`config.mk`:
```
export PLATFORM = sky130hd
export DESIGN_NAME = sck_clock_gen
export DESIGN_NICKNAME = d
export VERILOG_FILES = /design/src/rtl/sck_gen_pkg.sv /design/src/rtl/sck_ctl_regs.sv /design/src/rtl/sck_phase_gen.sv /design/src/rtl/sck_settle_mon.sv /design/src/rtl/sck_clock_gen.sv
export SDC_FILE = /design/constraint.sdc
export NUM_CORES = 1
export LEC_CHECK = 0
export ABC_CLOCK_PERIOD_IN_PS = 2450
export BUFFER_PORTS_ARGS = -buffer_cell sky130_fd_sc_hd__buf_2
export CAP_MARGIN = 20
export CORE_MARGIN = 2
export CORE_UTILIZATION = 40
export DETAILED_ROUTE_END_ITERATION = 7
export PLACE_DENSITY = 0.7
export SKIP_LAST_GASP = 1
export SLEW_MARGIN = 20
export SYNTH_ARGS = -nofsm -noshare
export SYNTH_HDL_FRONTEND = slang
export SYNTH_SLANG_ARGS = --single-unit
```
`constraint.sdc`:
```
create_clock -name clk -period 2.45 [get_ports clk]
set_input_delay 0.3675 -clock clk [delete_from_list [all_inputs] [get_ports clk]]
set_output_delay 0.3675 -clock clk [all_outputs]
set_load 0.01 [all_outputs]
```
`src/rtl/sck_gen_pkg.sv`:
```
package sck_gen_pkg;
    // control register field layout (positions are software-visible)
    localparam int CTL_W      = 16;
    localparam int EN_BIT     = 0;
    localparam int STABLE_BIT = 1;
    localparam int DIV_LSB    = 8;
    localparam int RSV_LSB    = STABLE_BIT + 1;
    localparam int RSV_MSB    = DIV_LSB - 1;
endpackage

```
`src/rtl/sck_ctl_regs.sv`:
```
module sck_ctl_regs
    import sck_gen_pkg::*;
#(
    parameter int DIV_W = 8
) (
    input  logic             clk,
    input  logic             rst,
    input  logic             wr,
    input  logic             wr_en_bit,
    input  logic [DIV_W-1:0] wr_div,
    output logic             en,
    output logic [DIV_W-1:0] div,
    output logic             reload
);
    typedef struct packed {
        logic             en;
        logic [DIV_W-1:0] div;
    } regs_t;

    regs_t state_d, state_q;

    always_comb begin
        state_d = state_q;
        reload  = wr && (wr_div != state_q.div);
        if (wr) begin
            state_d.en  = wr_en_bit;
            state_d.div = wr_div;
        end
    end

    always_ff @(posedge clk) begin
        if (rst) begin
            state_q.en  <= 1'b0;
            state_q.div <= DIV_W'(1);
        end else begin
            state_q <= state_d;
        end
    end

    assign en  = state_q.en;
    assign div = state_q.div;

    // a written divide field is what the register holds next
    assert_div_held_R1: assert property (@(posedge clk) disable iff (rst)
        wr |=> (div == $past(wr_div)));

    // relies on the gate following bit 0 of each write
    assert_gate_follows_R2: assert property (@(posedge clk) disable iff (rst)
        wr |=> (en == $past(wr_en_bit)));
endmodule

```
`src/rtl/sck_phase_gen.sv`:
```
module sck_phase_gen #(
    parameter int DIV_W = 8
) (
    input  logic             clk,
    input  logic             rst,
    input  logic             en,
    input  logic [DIV_W-1:0] div,
    input  logic             reload,
    output logic             sck,
    output logic             tick,
    output logic             boundary,
    output logic             applied,
    output logic             pend
);
    typedef struct packed {
        logic [DIV_W-1:0] act;
        logic [DIV_W-1:0] cnt;
        logic             sck;
        logic             tick;
        logic             pend;
    } phase_t;

    phase_t state_d, state_q;

    function automatic logic [DIV_W-1:0] eff_div(input logic [DIV_W-1:0] v);
        return (v == '0) ? DIV_W'(1) : v;
    endfunction

    always_comb begin
        state_d      = state_q;
        state_d.tick = 1'b0;
        boundary     = 1'b0;
        applied      = 1'b0;
        if (!en) begin
            state_d.cnt = '0;
            state_d.sck = 1'b0;
            if (state_q.pend) begin
                state_d.act  = eff_div(div);
                state_d.pend = 1'b0;
                applied      = 1'b1;
            end
        end else if (state_q.cnt == state_q.act - DIV_W'(1)) begin
            boundary     = 1'b1;
            state_d.cnt  = '0;
            state_d.sck  = !state_q.sck;
            state_d.tick = !state_q.sck;
            if (state_q.pend) begin
                state_d.act  = eff_div(div);
                state_d.pend = 1'b0;
                applied      = 1'b1;
            end
        end else begin
            state_d.cnt = state_q.cnt + DIV_W'(1);
        end
        // a fresh write always leaves a load pending
        if (reload) state_d.pend = 1'b1;
    end

    always_ff @(posedge clk) begin
        if (rst) begin
            state_q.act  <= DIV_W'(1);
            state_q.cnt  <= '0;
            state_q.sck  <= 1'b0;
            state_q.tick <= 1'b0;
            state_q.pend <= 1'b0;
        end else begin
            state_q <= state_d;
        end
    end

    assign sck  = state_q.sck;
    assign tick = state_q.tick;
    assign pend = state_q.pend;

    assert_idle_low_R2: assert property (@(posedge clk) disable iff (rst)
        !en |=> !sck);

    assert_tick_on_rise_R4: assert property (@(posedge clk) disable iff (rst)
        tick |-> $rose(sck));

    assert_ratio_nonzero_R6: assert property (@(posedge clk) disable iff (rst)
        state_q.act != '0);

    assert_load_at_edge_R7: assert property (@(posedge clk) disable iff (rst)
        !$stable(state_q.act) |-> (!$stable(sck) || !$past(en)));
endmodule

```
`src/rtl/sck_settle_mon.sv`:
```
module sck_settle_mon #(
    parameter int SETTLE_STEPS = 4
) (
    input  logic clk,
    input  logic rst,
    input  logic en,
    input  logic boundary,
    input  logic applied,
    input  logic pend,
    input  logic reload,
    output logic stable
);
    localparam int CW = (SETTLE_STEPS > 1) ? $clog2(SETTLE_STEPS) : 1;
    localparam logic [CW-1:0] LAST = CW'(SETTLE_STEPS - 1);

    typedef struct packed {
        logic          stable;
        logic [CW-1:0] cnt;
    } settle_t;

    settle_t state_d, state_q;
    logic    step;

    always_comb begin
        state_d = state_q;
        // gated on: count output half periods; gated off: count base cycles
        step    = en ? boundary : 1'b1;
        if (reload) begin
            state_d.stable = 1'b0;
            state_d.cnt    = '0;
        end else if (applied) begin
            state_d.cnt = '0;
        end else if (!state_q.stable && !pend && step) begin
            if (state_q.cnt == LAST) state_d.stable = 1'b1;
            else                     state_d.cnt    = state_q.cnt + CW'(1);
        end
    end

    always_ff @(posedge clk) begin
        if (rst) begin
            state_q.stable <= 1'b0;
            state_q.cnt    <= '0;
        end else begin
            state_q <= state_d;
        end
    end

    assign stable = state_q.stable;

    assert_change_clears_R5: assert property (@(posedge clk) disable iff (rst)
        reload |=> !stable);

    assert_no_rise_while_pending_R8: assert property (@(posedge clk) disable iff (rst)
        pend |=> !$rose(stable));
endmodule

```
`src/rtl/sck_clock_gen.sv`:
```
module sck_clock_gen
    import sck_gen_pkg::*;
#(
    parameter int DIV_W        = 8,
    parameter int SETTLE_STEPS = 4
) (
    input  logic             clk,
    input  logic             rst,
    input  logic             ctl_wr,
    input  logic [CTL_W-1:0] ctl_wdata,
    output logic [CTL_W-1:0] ctl_rdata,
    output logic             sck,
    output logic             sck_tick
);
    logic             en;
    logic [DIV_W-1:0] div;
    logic             reload;
    logic             boundary;
    logic             applied;
    logic             pend;
    logic             stable;

    sck_ctl_regs #(.DIV_W(DIV_W)) u_regs (
        .clk       (clk),
        .rst       (rst),
        .wr        (ctl_wr),
        .wr_en_bit (ctl_wdata[EN_BIT]),
        .wr_div    (ctl_wdata[DIV_LSB +: DIV_W]),
        .en        (en),
        .div       (div),
        .reload    (reload)
    );

    sck_phase_gen #(.DIV_W(DIV_W)) u_phase (
        .clk      (clk),
        .rst      (rst),
        .en       (en),
        .div      (div),
        .reload   (reload),
        .sck      (sck),
        .tick     (sck_tick),
        .boundary (boundary),
        .applied  (applied),
        .pend     (pend)
    );

    sck_settle_mon #(.SETTLE_STEPS(SETTLE_STEPS)) u_settle (
        .clk      (clk),
        .rst      (rst),
        .en       (en),
        .boundary (boundary),
        .applied  (applied),
        .pend     (pend),
        .reload   (reload),
        .stable   (stable)
    );

    always_comb begin
        ctl_rdata                     = '0;
        ctl_rdata[EN_BIT]             = en;
        ctl_rdata[STABLE_BIT]         = stable;
        ctl_rdata[DIV_LSB +: DIV_W]   = div;
    end

    assert_settle_on_edge_R8: assert property (@(posedge clk) disable iff (rst)
        ($rose(stable) && $past(en)) |-> (sck != $past(sck)));

    assert_reserved_zero_R1: assert property (@(posedge clk) disable iff (rst)
        (ctl_wr && (ctl_wdata[RSV_MSB:RSV_LSB] != '0)) |=> (ctl_rdata[RSV_MSB:RSV_LSB] == '0));

    assert_flag_not_writable_R9: assert property (@(posedge clk) disable iff (rst)
        (ctl_wr && ctl_wdata[STABLE_BIT] && !stable) |=> !stable);
endmodule

```
* After elaboration in Yosys (flattened, before gate mapping) *
Cells that the tools add are included.

word-level totals
  bits in registers = 31

operators by class
  add/sub/neg operators = 3
  eq/ne operators = 5
  multiplexer cells = 13
  bitwise operators = 4
  reductions and logical operators = 14

operators by type and width
  kind                 number
  $mux 8               4
  $mux 17              1
  $reduce_or 3->1      3
  $add 8x1->8 const B  1
  $eq 8x8->1           1
  $logic_not 8->1      1
  $ne 8x8->1           1
  $sub 8x1->8 const B  1
  $mux 1               7
  $not 1->1            4
  $reduce_or 2->1      2
  $logic_and 1x1->1    3
  $logic_not 1->1      3
  $mux 3               1
  $ne 3x2->1 const B   1
  $reduce_and 3->1     1
  $add 2x1->2 const B  1
  $eq 2x2->1 const B   1
  $ne 2x1->1 const B   1
  $reduce_and 2->1     1

* Logic depth before layout (Yosys ltp) *
Gate-level depths: netlist of the first run.

  depth in word-level cells = 6
  mapped depth = 9
  gate-level depth less buffers = 8

* Hierarchy *
Synthesis of the first run repeated with hierarchy kept, for this count alone.

unflattened totals
  cell total of the unflattened synthesis = 195
  area, all modules = 1799.2 um2

by module, submodules not included
  module          instances  cells an instance  area an instance (um2)  seq. area each (um2)
  sck_phase_gen   1          129                1173.6                  380.4
  sck_ctl_regs    1          40                 406.6                   180.2
  sck_settle_mon  1          17                 155.1                   60.1
  sck_clock_gen   1          9                  63.8                    0.0

* Worst setup path after synthesis of the first run *
No wires, ideal clock.

  path type = register to register
  from = register u_phase.state_q[11] (netlist name)
  to = register, netlist name u_phase.sck
  arrival = 2.117 ns
  data required time = 2.380 ns
  path slack = 0.264 ns
  stages on the path, launching flop included = 10
  path buffers = 1
  period minus slack after synthesis = 2.186 ns
  cell sequence = dfxtp_1 -> inv_1 -> ha_1 -> nor3b_2 -> nor3_1 -> a2111oi_1 -> or4_1 -> buf_2 -> or3_1 -> a21oi_1

on the way
  word-level cells in the longest chain between the ends = 2

RTL lines
  what                      RTL line             text
  start: declaration        sck_phase_gen.sv:23  phase_t state_d, state_q;
  start signal: assignment  sck_phase_gen.sv:67  state_q <= state_d;
  $sub 8x1->8               sck_phase_gen.sv:42  end else if (state_q.cnt == state_q.act - DIV_W'(1)) begin
  $eq 8x8->1                sck_phase_gen.sv:42

No other way between the ends.
A chain may end at the register's enable or synchronous reset.

* Worst setup path after layout of the first run *
  from = register u_phase.state_q[12] (netlist name)
  to = register, netlist name u_phase.sck

on the way
  word-level cells in the longest chain between the ends = 2

RTL lines
  what         RTL line
  $sub 8x1->8  sck_phase_gen.sv:42
  $eq 8x8->1   sck_phase_gen.sv:42

No other way between the ends.

==> results of run 1 <==
## stage by stage
step	utilization	area, um2
6_report	0.479	1910
5_1_grt	0.479	1910
4_1_cts	0.477	1910
3_5_place_dp	0.448	1790
3_3_place_gp	0.448	1790
2_1_floorplan	-	1680
## per-layer routing
layer | share of wire | track usage | up-vias
met5 | 0 | 0 | -
li1 | - | - | 698
met1 | 0.47 | 0.192 | 605
met3 | 0.046 | 0.0444 | 6
met4 | 0.022 | 0.0750 | 0
met2 | 0.46 | 0.250 | 27
## timing repair
item | in CTS | in global routing
resized for setup | 0 | 1
endpoints found under the setup margin | 0 | 1
hold buffers | 0 | 0
## registers in the layout, indices dropped and copies added (netlist names)
register / flops
u_phase.pend: 1
u_phase.sck: 1
u_phase.state_q: 16
u_phase.tick: 1
u_regs.div: 8
u_regs.en: 1
u_settle.stable: 1
u_settle.state_q: 2
## cells in the final DEF, fill, tap and decap left out, types with 2 or more instances in the layout
cell / synthesis / routed
sky130_fd_sc_hd__a21oi_1: 9 / 9
sky130_fd_sc_hd__and3_1: 2 / 2
sky130_fd_sc_hd__buf_2: 1 / 23
sky130_fd_sc_hd__buf_4: 8 / 4
sky130_fd_sc_hd__clkbuf_8: 0 / 6
sky130_fd_sc_hd__conb_1: 1 / 6
sky130_fd_sc_hd__dfxtp_1: 31 / 31
sky130_fd_sc_hd__ha_1: 3 / 3
sky130_fd_sc_hd__inv_1: 6 / 6
sky130_fd_sc_hd__mux2i_1: 9 / 9
sky130_fd_sc_hd__nand2_1: 6 / 6
sky130_fd_sc_hd__nand3_1: 8 / 8
sky130_fd_sc_hd__nand4_1: 2 / 2
sky130_fd_sc_hd__nor2_1: 21 / 21
sky130_fd_sc_hd__nor2b_1: 3 / 3
sky130_fd_sc_hd__nor3_1: 3 / 3
sky130_fd_sc_hd__nor4_1: 4 / 4
sky130_fd_sc_hd__o21a_1: 2 / 2
sky130_fd_sc_hd__o21ai_0: 9 / 9
sky130_fd_sc_hd__o21ai_1: 3 / 3
sky130_fd_sc_hd__o22ai_1: 4 / 4
sky130_fd_sc_hd__or3_1: 2 / 2
sky130_fd_sc_hd__or3b_1: 7 / 7
sky130_fd_sc_hd__xnor2_1: 5 / 5
sky130_fd_sc_hd__xor2_1: 18 / 18
## final cells by class
cell class                      instances  area [um2]
Multi-Input combinational cell        142         946
Fill cell                             410        2090
Inverter                                6        22.5
Clock inverter                          2        35.0
Clock buffer                            6        82.6
Sequential cell                        31         621
Timing Repair Buffer                   27         145
Tap cell                               50        62.6
## cells by family (layout without fill, tap and decap cells)
kind of cell / Yosys count / count (layout) / synth area share
AO/OA/AOI/OAI: 38 / 38 / 0.149
XOR/XNOR: 23 / 23 / 0.121
adder cells (fa/ha/maj): 3 / 3 / 0.0226
buffers and inverters: 22 / 41 / 0.0730
flip-flops: 31 / 31 / 0.373
multiplexers: 9 / 9 / 0.0542
other: 1 / 6 / 0.00226
AND/OR/NAND/NOR: 63 / 63 / 0.205
## worst register-to-register path, stage by stage, from the launching register on
cell and delay, ns:
sky130_fd_sc_hd__dfxtp_1 0.32, sky130_fd_sc_hd__inv_1 0.05, sky130_fd_sc_hd__ha_1 0.22, sky130_fd_sc_hd__nor3b_4 0.27, sky130_fd_sc_hd__o21a_1 0.14, sky130_fd_sc_hd__a2111oi_1 0.05
sky130_fd_sc_hd__or4_1 0.63, sky130_fd_sc_hd__or3_1 0.38, sky130_fd_sc_hd__a21oi_1 0.14
## path summary, 6_finish.rpt
| check | end | cells after the start | slack [ns] | startpoint |
|---|---|---|---|---|
| worst max register to register | u_phase.sck$_SDFFE_PP0N_ | 8 | 0.19 | u_phase.state_q[12]$_SDFFE_PP0P_ |
| worst min-delay path | u_regs.div[0]$_SDFFE_PP1P_ | 2 | 0.31 | ctl_wdata[8] |
| worst max-delay path | u_phase.sck$_SDFFE_PP0N_ | 8 | 0.19 | u_phase.state_q[12]$_SDFFE_PP0P_ |
| worst min register to register | u_settle.stable$_SDFFE_PP0P_ | 2 | 0.47 | u_settle.stable$_SDFFE_PP0P_ |
## power breakdown
| part | leakage [nW] | internal [mW] | switching [mW] |
|---|---|---|---|
| Clock | 0.0612 | 0.329 | 0.195 |
| Combinational | 0.518 | 0.0615 | 0.0753 |
| Sequential | 0.253 | 0.522 | 0.0211 |
==> impl_metrics.csv, run 1 <==
group,metric,value,unit
place,dp_worst_setup_slack,0.148,ns
cts,clock-sinks,31,
synth,yosys_warnings,0,
worst_setup_path,worst_setup_path_start_kind,"flop",
worst_setup_path,timing.critical_path.slowest_cell_delay,0.63,ns
synth,synth_top_cells_by_count,"sky130_fd_sc_hd__dfxtp_1, sky130_fd_sc_hd__nor2_1, sky130_fd_sc_hd__xor2_1",
routing,ant_nets,0,
timing,achievable-frequency,443,MHz
synth,yosys_register_bits,31,
timing,slew_viol_final,0,
worst_setup_path,cp.buffers_inverters,1,
worst_setup_path,critical_path_arrival,2.49,ns
global_routing,grt.total_usage,0.156,
floorplan,coreArea,4000,um2
global_routing,grt_max_degree,22,
cts,clk_root_buffer_cell,"sky130_fd_sc_hd__clkbuf_8",
timing,hold_ws,0.310,ns
routing,post_drt_wl_per_cell,11.7,um
floorplan,floorplan.initialDensity,0.416,
place,post-dp-hpwl,2.27,mm
cts,max_buffers_root_to_sink,2,
timing,fin_skew,0.0129,ns
routing,via_density,5.06,
place,gp_routability_congestion,0.777,
synth,synth_area_per_cell,8.75,um2
timing,finalWorstPathRequiredPeriod,2.26,ns
worst_setup_path,path_class,"reg -> reg",
floorplan,rows,23,
timing,worstMarginPinSlew,0.805,ns
timing,layout_worst_path_cycle_share,0.922,
synth,mappedNetlistArea,1660,um2
worst_setup_path,crit_path_top_delay_cell,"sky130_fd_sc_hd__or4_1",
routing,detailroute.via_count,1336,
power_and_ir_drop,design_power_total,1.20,mW
synth,async_set_reset_flop_share_out_of_synthesis,0,
synth,post-synth-top-area-cell,"sky130_fd_sc_hd__dfxtp_1",
power_and_ir_drop,total_leakage_power,0.832,nW
synth,synth_enable_flop_cells,0,
worst_setup_path,critical_path_cell_list,"inv_1 -> ha_1 -> nor3b_4 -> o21a_1 -> a2111oi_1 -> or4_1 -> or3_1 -> a21oi_1",
run,number_of_maximum_capacitance_violations,0,
layout,flow.area_growth_from_synthesis,15.1,%
power_and_ir_drop,peakVddDrop,0.311,mV
worst_setup_path,cp.required,2.68,ns
place,count_of_input_and_output_buffers,23,
timing,grt_setup_unrepaired,"no",
place,dp.cells,256,
synth,synthesized_instance_count,190,
synth,seq_area_frac_synth,0.373,
global_routing,global_route.overflow_total,0,
timing,final_hold_viol_count,0,
cts,cts_tree,"done",
worst_setup_path,critical_path_peak_fanout,5,
timing,tns,0,ns
synth,cell_with_the_most_instances_after_synthesis,"sky130_fd_sc_hd__dfxtp_1",
layout,drive_above_1_share,0.182,
outcome,outcome,"finished clean",
cts,postCtsSetupBuffers,0,
layout,finish.net_count,235,
routing,drt_iter0_drc,56,
floorplan,floorplan.die_area,4690,um2
synth,synth.lib_cells_used.distinct,43,
global_routing,vias_in_the_first_global_route,1203,
cts,cts-buffers-inserted,5,
routing,drt_pass1_iterations,4,
synth,synth_ff_type,"sky130_fd_sc_hd__dfxtp_1",
floorplan,dieWidth,68.5,um
timing,relative_max_transition_margin,0.460,
synth,synth_largest_type_area_fraction,0.373,
hold_path,worst_hold_path_type,"in -> reg",
layout,final_cell_count_no_fill,264,
worst_setup_path,setup.worst_path.end_class,"flop",
routing,routed_wl,3.09,mm
timing,finalSetupViolCount,0,
timing,worst_slack,0.191,ns
routing,remaining_drc_errors,0,
synth,ys_top_cells_by_area,"sky130_fd_sc_hd__dfxtp_1, sky130_fd_sc_hd__xor2_1, sky130_fd_sc_hd__mux2i_1",
floorplan,io_pins,37,
power_and_ir_drop,cellPowerDensity,629,nW/um2
layout,antenna-diode-count,0,
cts,htreeDepth,2,
floorplan,dieHeight,68.5,um
global_routing,grt_first_pass_wirelength,5.42,mm
worst_setup_path,critical_path.top_delay_family,"simple AND/OR/NAND/NOR gates",
global_routing,grt_antenna_before_repair,0,
cts,clock_latency,0.29,ns
cts,clock_pin_transition_on_the_worst_setup_and_hold_timing_paths,0.07,ns
No activity file was read; power rests on OpenSTA's default activity.
==> run 2, diff against run 1 <==
==> constraint.sdc (replaced) <==
create_clock -name clk -period 2.45 [get_ports clk]
set_input_delay 0.1225 -clock clk [delete_from_list [all_inputs] [get_ports clk]]
set_output_delay 0.1225 -clock clk [all_outputs]
set_load 0.01 [all_outputs]
==> run 2 against run 1 <==
Design area fell by 1.0%. Sequential power barely moved. First-iteration DRC count fell by 38%. Die area did not move. Count of clock-buffer cells in the layout rose by 2. Sequential share of layout area rose by 0.41 points. Highest routed layer unchanged. Fmax fell by 0.42%.
==> impl_metrics.csv, run 2 (same netlist as run 1, synthesis figures left out) <==
group,metric,value,unit
outcome,outcome,"finished clean",
timing,grt_setup_unrepaired,"no",
worst_setup_path,cp.required,2.67,ns
layout,antenna-diode-count,0,
cts,clock_latency,0.29,ns
worst_setup_path,regToRegEndpoint,"u_phase.state_q[16]$_SDFFE_PP0P_",
cts,clock_pin_transition_on_the_worst_setup_and_hold_timing_paths,0.06,ns
global_routing,grt_antenna_before_repair,0,
floorplan,floorplan.initialDensity,0.416,
cts,htreeDepth,2,
routing,detailroute.via_count,1341,
worst_setup_path,critical_path.startpoint,"u_phase.state_q[11]$_SDFFE_PP1P_",
layout,layout_commonest_cell,"sky130_fd_sc_hd__dfxtp_1",
layout,nFillCells,422,
worst_setup_path,critical_path.top_delay_family,"compound AO/OA/AOI/OAI gates",
place,gp_routability_congestion,0.756,
worst_setup_path,timing.critical_path.slowest_cell_delay,0.43,ns
place,count_of_input_and_output_buffers,23,
global_routing,global_route.overflow_total,0,
timing,finalWorstPathRequiredPeriod,2.27,ns
routing,ant_nets,0,
layout,flow.area_growth_from_synthesis,13.9,%
hold_path,worst_hold_path_type,"in -> reg",
floorplan,rows,23,
power_and_ir_drop,peakVddDrop,0.333,mV
layout,multiInputGateArea,950,um2
global_routing,grt_max_degree,22,
cts,clock-sinks,31,
timing,layout_worst_path_cycle_share,0.926,
place,dp_worst_setup_slack,0.114,ns
power_and_ir_drop,cellPowerDensity,594,nW/um2
routing,drt_iter0_drc,35,
worst_setup_path,critical_path_cell_list,"inv_1 -> ha_1 -> nor3b_4 -> o21a_1 -> a2111oi_1 -> o41a_1 -> buf_4 -> or3b_1 -> a21oi_1",
floorplan,coreArea,4000,um2
power_and_ir_drop,total_leakage_power,0.817,nW
worst_setup_path,worst_setup_path_start_kind,"flop",
hold_path,min_delay_worst_endpoint,"u_regs.div[0]$_SDFFE_PP1P_",
floorplan,dieWidth,68.5,um
cts,clk_root_buffer_cell,"sky130_fd_sc_hd__clkbuf_8",
layout,regArea,622,um2
timing,worst_slack,0.181,ns
routing,post_drt_wl_per_cell,11.6,um
worst_setup_path,path_class,"reg -> reg",
layout,regMostFlops,"u_phase.state_q",
timing,tns,0,ns
worst_setup_path,critical_path.reg2reg.startpoint,"u_phase.state_q[11]$_SDFFE_PP1P_",
timing,achievable-frequency,441,MHz
worst_setup_path,crit_path_top_delay_cell,"sky130_fd_sc_hd__o41a_1",
worst_setup_path,cp.buffers_inverters,2,
floorplan,io_pins,37,
layout,finish.net_count,234,
power_and_ir_drop,design_power_total,1.12,mW
timing,relative_max_transition_margin,0.433,
worst_setup_path,count_of_cells_along_the_worst_register_to_register_path,9,
worst_setup_path,path_depth,9,
routing,remaining_drc_errors,0,
layout,largest_register_ff_count,16,
floorplan,floorplan.die_area,4690,um2
floorplan,dieHeight,68.5,um
cts,max_buffers_root_to_sink,2,
timing,fin_skew,0.00493,ns
timing,finalSetupViolCount,0,
timing,worstMarginPinSlew,0.844,ns
worst_setup_path,critical_path_peak_fanout,16,
worst_setup_path,setup.worst_path.end_class,"flop",
layout,drive_above_1_share,0.183,
timing,slew_viol_final,0,
hold_path,hold_path_startpoint,"ctl_wdata[8]",
global_routing,grt.total_usage,0.152,
worst_setup_path,critical_path_arrival,2.49,ns
routing,routed_wl,3.06,mm
cts,cts_resized,0,
routing,via_density,5.10,
layout,commonest_non_fill_non_tap_cells_in_the_layout,"sky130_fd_sc_hd__dfxtp_1, sky130_fd_sc_hd__buf_2, sky130_fd_sc_hd__nor2_1",
hold_path,hold_depth,2,
cts,postCtsSetupBuffers,0,
worst_setup_path,timing.reg2reg.setup_slack,0.18,ns
run,number_of_maximum_capacitance_violations,0,
layout,layout_top_registers,"u_phase.state_q x16, u_regs.div x8, u_settle.state_q x2",
cts,cts-buffers-inserted,5,
cts,cts_tree,"done",
global_routing,vias_in_the_first_global_route,1208,
cts,cts_hold_buf,0,
place,post-dp-hpwl,2.24,mm
routing,drt_pass1_iterations,4,
timing,final_hold_viol_count,0,
global_routing,grt_first_pass_wirelength,5.27,mm
-- run 2: cell count changes in the layout (fill, tap and decap cells not counted), sizes merged --
cell | previous run | this run
buf | 27 | 26
bufinv | 1 | 0
clkinv | 1 | 0
clkbuf | 6 | 8
-- run 2: area by class of cell --
cell class              instances  share of cell area
multi-input cells             142               0.501
flip-flops and latches         31               0.328
repair buffers                 26              0.0727
clock buffers                   8              0.0528
well taps                      50              0.0330
inverters                       6              0.0119
-- run 2: how the worst max path moves through the flow --
stage                                            end  slack, ns
floorplan                   u_phase.sck$_SDFFE_PP0N_       0.26
global placement            u_phase.sck$_SDFFE_PP0N_       0.18
detailed placement          u_phase.sck$_SDFFE_PP0N_       0.11
CTS                         u_phase.sck$_SDFFE_PP0N_       0.11
global route        u_settle.state_q[1]$_SDFFE_PP0P_       0.02
finish              u_phase.state_q[16]$_SDFFE_PP0P_       0.18
-- run 2: worst reg2reg max path, delay by kind of cell, from the launching register on --
kind / cells / cell delay (ns)
and+or+nand+nor: 2 / 0.65
buffers and inverters: 2 / 0.24
AOI/OAI and AO/OA: 4 / 0.76
adders and majority gates: 1 / 0.23
DFF: 1 / 0.34
-- run 2: power by group --
group / switching, mW / internal (mW) / total (mW) / leakage [nW]
Clock: 0.186 / 0.256 / 0.442 / 0.0515
Sequential: 0.0210 / 0.523 / 0.544 / 0.252
Combinational: 0.0746 / 0.0642 / 0.139 / 0.514
-- run 2: per-stage QoR --
step / std cells / utilization / area, um2 / hold slack (ns)
after floorplan: 195 / - / 1680 / 0.240
after global placement: 255 / 0.446 / 1780 / 0.358
after detailed placement: 255 / 0.446 / 1780 / 0.360
after CTS: 263 / 0.471 / 1880 / 0.0643
after global routing: 263 / 0.474 / 1890 / 0.0860
final: 263 / 0.474 / 1890 / 0.0683
-- run 2: metal layers --
metal	vias up	global-route usage	share of wire
met3	8	0.0510	0.047
met5	-	0	0
met4	0	0.0900	0.031
li1	697	-	-
met1	604	0.178	0.48
met2	32	0.238	0.44
